### src/rtl/tsr_pkg.sv
// Package: shared sizes and bit positions of the timer event status register.
// Assumes: flags occupy the low bits, compare channels first, then overflow, then underflow.
package tsr_pkg;
    localparam int CMP_N  = 4;            // compare channels A..D
    localparam int FLAG_N = CMP_N + 2;    // plus overflow and underflow
    localparam int DATA_W = 8;            // bus width
    localparam int IDX_OVF = CMP_N;       // overflow flag position
    localparam int IDX_UNF = CMP_N + 1;   // underflow flag position
endpackage

### src/rtl/tsr_flag_cell.sv
// Module: one sticky event flag with its read-armed latch.
// Does: sets on set_i, clears on a write of 0 only when armed, set wins over clear.
// Assumes: cap_i and wr_i are already qualified by the register select.
module tsr_flag_cell (
    input  logic clk,
    input  logic rst_n,
    input  logic set_i,
    input  logic cap_i,
    input  logic wr_i,
    input  logic wbit_i,
    output logic flag_o
);
    logic armed;
    logic clr_hit;

    // Purpose: decide whether this cycle's write clears the flag.
    always_comb begin
        clr_hit = wr_i && armed && !wbit_i;
    end

    // Purpose: flag register, hardware set has priority over a clearing write.
    always_ff @(posedge clk) begin
        if (!rst_n)
            flag_o <= 1'b0;
        else if (set_i)
            flag_o <= 1'b1;
        else if (clr_hit)
            flag_o <= 1'b0;
    end

    // Purpose: armed latch, loaded by a read, emptied by any write.
    always_ff @(posedge clk) begin
        if (!rst_n)
            armed <= 1'b0;
        else if (cap_i)
            armed <= flag_o;
        else if (wr_i)
            armed <= 1'b0;
    end

    a_r5_no_clear_unarmed: assert property (@(posedge clk) disable iff (!rst_n)
        (flag_o && !armed) |=> flag_o);
    a_r7_write_never_sets: assert property (@(posedge clk) disable iff (!rst_n)
        (!flag_o && !set_i) |=> !flag_o);
    a_r9_set_wins: assert property (@(posedge clk) disable iff (!rst_n)
        set_i |=> flag_o);
    a_r4_arm_capture: assert property (@(posedge clk) disable iff (!rst_n)
        cap_i |=> (armed == $past(flag_o)));
    a_r4_armed_clear: assert property (@(posedge clk) disable iff (!rst_n)
        (wr_i && armed && !wbit_i && !set_i) |=> !flag_o);
    a_r8_write_consumes: assert property (@(posedge clk) disable iff (!rst_n)
        (wr_i && !cap_i) |=> !armed);
endmodule

### src/rtl/tsr_rd_view.sv
// Module: forms the read word from the flag vector.
// Does: live flag bits pass through, dead and unassigned bits read as 1.
// Assumes: LIVE marks which flag positions have a real source.
module tsr_rd_view #(
    parameter int FLAG_N = 6,
    parameter int DATA_W = 8,
    parameter logic [FLAG_N-1:0] LIVE = '1
) (
    input  logic [FLAG_N-1:0] flags_i,
    output logic [DATA_W-1:0] rd_data_o
);
    for (genvar b = 0; b < DATA_W; b++) begin : g_bit
        if (b < FLAG_N && LIVE[b]) begin : g_live
            assign rd_data_o[b] = flags_i[b];
        end else begin : g_fixed
            assign rd_data_o[b] = 1'b1;
        end
    end
endmodule

### src/rtl/tmr_evt_status.sv
// Module: timer event status register for one complementary-PWM channel.
// Does: latches compare, overflow and underflow events; read-armed zero-write clear.
// Assumes: event strobes are one-cycle pulses synchronous to clk; HAS_UNDER=0 removes bit 5.
module tmr_evt_status
    import tsr_pkg::*;
#(
    parameter bit HAS_UNDER = 1'b1
) (
    input  logic              clk,
    input  logic              rst_n,
    input  logic [CMP_N-1:0]  cmp_hit_i,
    input  logic              ovf_i,
    input  logic              unf_i,
    input  logic              sel_i,
    input  logic              rd_i,
    input  logic              wr_i,
    input  logic [DATA_W-1:0] wr_data_i,
    output logic [DATA_W-1:0] rd_data_o
);
    localparam logic [FLAG_N-1:0] LIVE_MASK =
        HAS_UNDER ? {FLAG_N{1'b1}} : {1'b0, {(FLAG_N-1){1'b1}}};

    logic [FLAG_N-1:0] evt;
    logic [FLAG_N-1:0] flags;
    logic              cap_en;
    logic              wr_en;

    // Purpose: gather event strobes and qualify bus strobes with the select.
    always_comb begin
        evt            = '0;
        evt[CMP_N-1:0] = cmp_hit_i;
        evt[IDX_OVF]   = ovf_i;
        evt[IDX_UNF]   = unf_i;
        cap_en         = sel_i && rd_i;
        wr_en          = sel_i && wr_i;
    end

    for (genvar f = 0; f < FLAG_N; f++) begin : g_flag
        if (LIVE_MASK[f]) begin : g_cell
            tsr_flag_cell u_cell (
                .clk    (clk),
                .rst_n  (rst_n),
                .set_i  (evt[f]),
                .cap_i  (cap_en),
                .wr_i   (wr_en),
                .wbit_i (wr_data_i[f]),
                .flag_o (flags[f])
            );
        end else begin : g_none
            assign flags[f] = 1'b0;
        end
    end

    tsr_rd_view #(
        .FLAG_N (FLAG_N),
        .DATA_W (DATA_W),
        .LIVE   (LIVE_MASK)
    ) u_view (
        .flags_i   (flags),
        .rd_data_o (rd_data_o)
    );

    a_r10_fixed_ones: assert property (@(posedge clk) disable iff (!rst_n)
        1'b1 |=> (rd_data_o[DATA_W-1:FLAG_N] == '1));
    a_r11_unselected_no_clear: assert property (@(posedge clk) disable iff (!rst_n)
        (!sel_i && (flags[0] || rd_data_o[0])) |=> rd_data_o[0]);
endmodule

### config.mk
export PLATFORM = sky130hd
export DESIGN_NAME = tmr_evt_status
export DESIGN_NICKNAME = d
export VERILOG_FILES = /design/src/rtl/tsr_pkg.sv /design/src/rtl/tsr_flag_cell.sv /design/src/rtl/tsr_rd_view.sv /design/src/rtl/tmr_evt_status.sv
export SDC_FILE = /design/constraint.sdc
export NUM_CORES = 1
export LEC_CHECK = 0
export BUFFER_PORTS_ARGS = -buffer_cell sky130_fd_sc_hd__buf_2
export CAP_MARGIN = 10
export CORE_AREA = 2 2 39 41
export CTS_CLUSTER_DIAMETER = 50
export CTS_CLUSTER_SIZE = 8
export DETAILED_ROUTE_END_ITERATION = 6
export DIE_AREA = 0 0 41 43
export GPL_TIMING_DRIVEN = 0
export PLACE_DENSITY = 0.73
export SYNTH_ARGS = -nofsm -noshare
export SYNTH_HDL_FRONTEND = slang
export SYNTH_SLANG_ARGS = --single-unit
### constraint.sdc
create_clock -name clk -period 1.45 [get_ports clk]
set_input_delay 0.0725 -clock clk [delete_from_list [all_inputs] [get_ports clk]]
set_output_delay 0.0725 -clock clk [all_outputs]
set_load 0.02 [all_outputs]
Word level (Yosys, flattened, before mapping)
Cells that the tools add are included.

Bits of input ports: 19. Flip-flop bits (word level): 12. Logic and storage cells: 58. Output and inout port bits: 8.

Multiplexer cells: 19. Reductions and logical operators: 27.

Operator list (count): 2-to-1 mux 1 bit (19); logical AND 1 bit (14); nonzero test 2 bit (7); logical NOT 1 bit (6).

Depth between registers and ports, before layout
Word-level depth: 5. Gate-level depth with buffers: 4. Mapped depth without buffers: 2.

Modules after synthesis
From an unflattened synthesis, not the netlist that was laid out.

Cell total of the unflattened synthesis: 53. Area total of the unflattened synthesis: 556.8 um2.

By module, submodules not included: tsr_flag_cell (instances 6, sequential area each 40.0 um2, cells each 7, area each 80.1 um2); tsr_rd_view (instances 1, sequential area each 0.0 um2, cells each 9, area each 63.8 um2); tmr_evt_status (instances 1, sequential area each 0.0 um2, cells each 2, area each 12.5 um2).

Worst setup path after synthesis
Ideal clock, no wire load.

Path type: register to register. Start point: register g_flag[1].g_cell.u_cell.armed. End point: register g_flag[1].g_cell.u_cell.flag_o. Stages on the path, launching flop included: 3. Path slack: 744 ps. Required time: 1331 ps. Setup time: 119 ps. Path buffers: 0. Arrival: 587 ps. Clock period less this slack: 706 ps. Cells stage by stage: dfxtp_1 > nand4b_1 > o221a_1.

Longest elaborated chain between the ends: 3.

RTL lines: start, declared (RTL line tsr_flag_cell.sv:13) `logic armed;`; start signal, assigned (RTL line tsr_flag_cell.sv:36) `armed <= flag_o;`; logical AND 1 bit (2 in a row) (RTL line tsr_flag_cell.sv:18) `clr_hit = wr_i && armed && !wbit_i;`; nonzero test 2 bit (no source line); end signal, assigned (RTL line tsr_flag_cell.sv:24) `flag_o <= 1'b0;`; end signal, assigned (RTL line tsr_flag_cell.sv:26) `flag_o <= 1'b1;`; end signal, assigned (RTL line tsr_flag_cell.sv:28) `flag_o <= 1'b0;`; end, declared (RTL line tsr_flag_cell.sv:11) `output logic flag_o`.

No other way between the ends. A chain may end at the register's enable or synchronous reset.

Worst setup path after layout
Start point: register g_flag[2].g_cell.u_cell.flag_o. End point: output rd_data_o[2].

RTL lines: start, declared (RTL line tsr_flag_cell.sv:11); start signal, assigned (RTL line tsr_flag_cell.sv:24); start signal, assigned (RTL line tsr_flag_cell.sv:26); start signal, assigned (RTL line tsr_flag_cell.sv:28); end, declared (RTL line tmr_evt_status.sv:18) `output logic [DATA_W-1:0] rd_data_o`.

No word-level cell between the ends.

==> impl_metrics.py <==
metrics = {
    "global_routing": {
        "grt_pass1_wl_um": 1680,
        "antenna_found_initial": 0,
        "grt_pass1_vias": 383,
        "grt.total_usage_pct": 14.9,
        "grt_max_degree": 11,
        "overflow": 0,
    },
    "drt": {
        "viasPerCell": 5.06,
        "antenna_left": 0,
        "dr_wl_met2_um": 544,
        "drt_pass1_iterations": 4,
        "wl_met3_um": 125,
        "highest_layer": "met4",
        "met1_length_um": 488,
        "wirelength_um": 1170,
        "via_count": 491,
        "wl_per_cell_um": 12.1,
        "drtIter0Drc": 12,
        "drc_errors": 0,
    },
    "setup_path": {
        "endpoint_kind": "output pin",
        "reg2reg_slack_ps": 700,
        "timing.rr.end": "g_flag[0].g_cell.u_cell.flag_o$_SDFFE_PN0P_",
        "critical_path.max_fanout": 3,
        "worstSetupPathType": "flop to output pin",
        "reg2reg_from": "g_flag[0].g_cell.u_cell.armed$_SDFFE_PN0P_",
        "reg2reg_depth": 2,
        "cp.required_ps": 1380,
        "start_kind": "flop",
        "critPathArrivalTime_ps": 920,
    },
    "yosys": {
        "synth_cell_types": 9,
        "synth_xor_area_share_pct": 0,
        "yosysSeqAreaShare_pct": 43.8,
        "ys_warn_count": 0,
        "synth_compound_area_share_pct": 20.5,
        "synthMuxAreaShare_pct": 0,
        "synth_adder_area_share_pct": 0,
        "synthSimpleGateAreaFrac_pct": 18.5,
        "synth_top_family_by_area": "compound AO/OA/AOI/OAI gates",
        "synth_seq_cells": 12,
        "synth_area_sq_um": 548,
        "avgSynthCellArea_sq_um": 9.79,
        "netlist_instances": 56,
    },
    "die": {
        "rows": 14,
        "die_h_um": 43,
        "die_w_um": 41,
        "die-area_sq_um": 1760,
        "initial_core_util_pct": 39.6,
        "fp.coreArea_sq_um": 1380,
        "io_pins": 27,
    },
    "placement": {
        "io_buffers": 20,
        "gp_congestion": 0.705,
        "placed_area_sq_um": 672,
        "post-place-ws_ps": 712,
        "dp_hpwl_um": 857,
    },
    "clock_network": {
        "holdBufCountCts": 0,
        "cts_tree": "built",
        "clock_latency_ps": 280,
        "h-tree-depth": 1,
        "cts_num_sinks": 12,
        "cts_buffer_depth": 2,
        "ctsResizeCount": 0,
        "cts.clk_slew.worst_paths_ps": 80,
        "root_buffer": "clkbuf_4",
        "cts_buffers": 3,
        "postCtsSetupBuffers": 0,
    },
    "finish": {
        "layout-drive-gt1-share_pct": 43.2,
        "syn_to_final_growth_pct": 29.2,
        "final_nets": 101,
        "final_common_cell": "buf_2",
        "n_antenna_cell": 0,
        "fin_area_sq_um": 708,
        "nFillCells": 140,
        "final_util_pct": 51.2,
        "final_cell_mix": "20 x buf_2, 13 x nand2_1, 12 x dfxtp_1",
    },
    "power": {
        "p_per_area_nw_per_um2": 1060,
        "total_power_uw": 752,
        "ir_drop_mv": 0.881,
        "leakage_uw": 0.000307,
    },
    "hold_path": {
        "hold_path_class": "input pin to flop",
        "min_to": "g_flag[5].g_cell.u_cell.flag_o$_SDFFE_PN0P_",
        "whs_path_depth": 2,
        "worstHoldStart": "wr_data_i[5]",
    },
    "outcome": {
        "status": "finished clean",
    },
    "sta": {
        "clock_skew_ps": 9.56,
        "fmax_ghz": 1.01,
        "postLayoutSetupSlackWorst_ps": 457,
        "report.final.slew_viol_count": 0,
        "min_period_over_period_pct": 68.5,
        "setup-violations-final": 0,
        "finalSetupTns_ps": 0,
        "rsz0062_at_grt": "false",
        "min_period_ps": 993,
        "hold_viol": 0,
    },
    "run": {
        "cap_violations": 0,
    },
}
layout make-up:
cell class | instances | area [sq um] | area share (%)
Tap cell | 16 | 20.0 | 2.83
Sequential cell | 12 | 240 | 33.9
Buffer | 11 | 90.1 | 12.7
Clock buffer | 4 | 36.3 | 5.12
Multi-Input combinational cell | 34 | 221 | 31.3
Timing Repair Buffer | 20 | 100 | 14.1
state kept, by name (all words and copies together) (netlist names):
register and count:
g_flag.g_cell.u_cell.armed 6, g_flag.g_cell.u_cell.flag_o 6
synthesized netlist by cell type:
cell type	n	share of area (%)
nand4b_1	6	9.6
buf_4	10	14
dfxtp_1	12	44
o221a_1	6	12
buf_8	1	2.7
nand2_1	13	8.9
o22ai_1	6	6.9
o21a_1	1	1.4
conb_1	1	0.68
power by group:
group	switching (uW)	leakage, uW	total (uW)	internal [uW]
Clock	115	0.0000210	268	153
Combinational	60.5	0.000187	125	64.4
Sequential	12.1	0.0000991	360	348
Total	188	0.000307	752	565
kinds of logic (layout without fill, tap and decap cells):
| kind of cell | after synthesis | after routing |
|---|---|---|
| flops | 12 | 12 |
| buf+inv | 11 | 35 |
| compound gates | 13 | 13 |
| simple gates | 19 | 19 |
| other cells | 1 | 2 |
routing by layer:
| metal | vias to the layer above | global-route usage, % |
|---|---|---|
| met5 | - | 0 |
| met1 | 217 | 18.6 |
| met2 | 26 | 20.0 |
| met4 | 0 | 6.00 |
| li1 | 246 | - |
| met3 | 2 | 9.42 |
how the worst max path moves through the flow:
stage,end,slack [ps],startpoint,cells after the start
6_report,rd_data_o[2],460,g_flag[2].g_cell.u_cell.flag_o$_SDFFE_PN0P_,2
5_1_grt,rd_data_o[2],400,g_flag[2].g_cell.u_cell.flag_o$_SDFFE_PN0P_,2
4_1_cts,rd_data_o[2],450,g_flag[2].g_cell.u_cell.flag_o$_SDFFE_PN0P_,2
3_5_place_dp,g_flag[3].g_cell.u_cell.flag_o$_SDFFE_PN0P_,710,g_flag[3].g_cell.u_cell.armed$_SDFFE_PN0P_,2
3_3_place_gp,g_flag[4].g_cell.u_cell.flag_o$_SDFFE_PN0P_,710,g_flag[4].g_cell.u_cell.armed$_SDFFE_PN0P_,2
2_1_floorplan,g_flag[1].g_cell.u_cell.flag_o$_SDFFE_PN0P_,740,g_flag[1].g_cell.u_cell.armed$_SDFFE_PN0P_,2
critical path, cell delays in order, from the launching register on:
cell and delay [ps]:
dfxtp_1 380, buf_4 120, buf_2 150
stage by stage:
| step | std cells | hold WS, ps |
|---|---|---|
| after floorplan | 57 | 252 |
| after global routing | 97 | 38.9 |
| after CTS | 97 | 47.1 |
| after detailed placement | 93 | 342 |
| after global placement | 93 | 336 |
| final | 97 | 51.6 |
(Power assumes the default switching activity.)
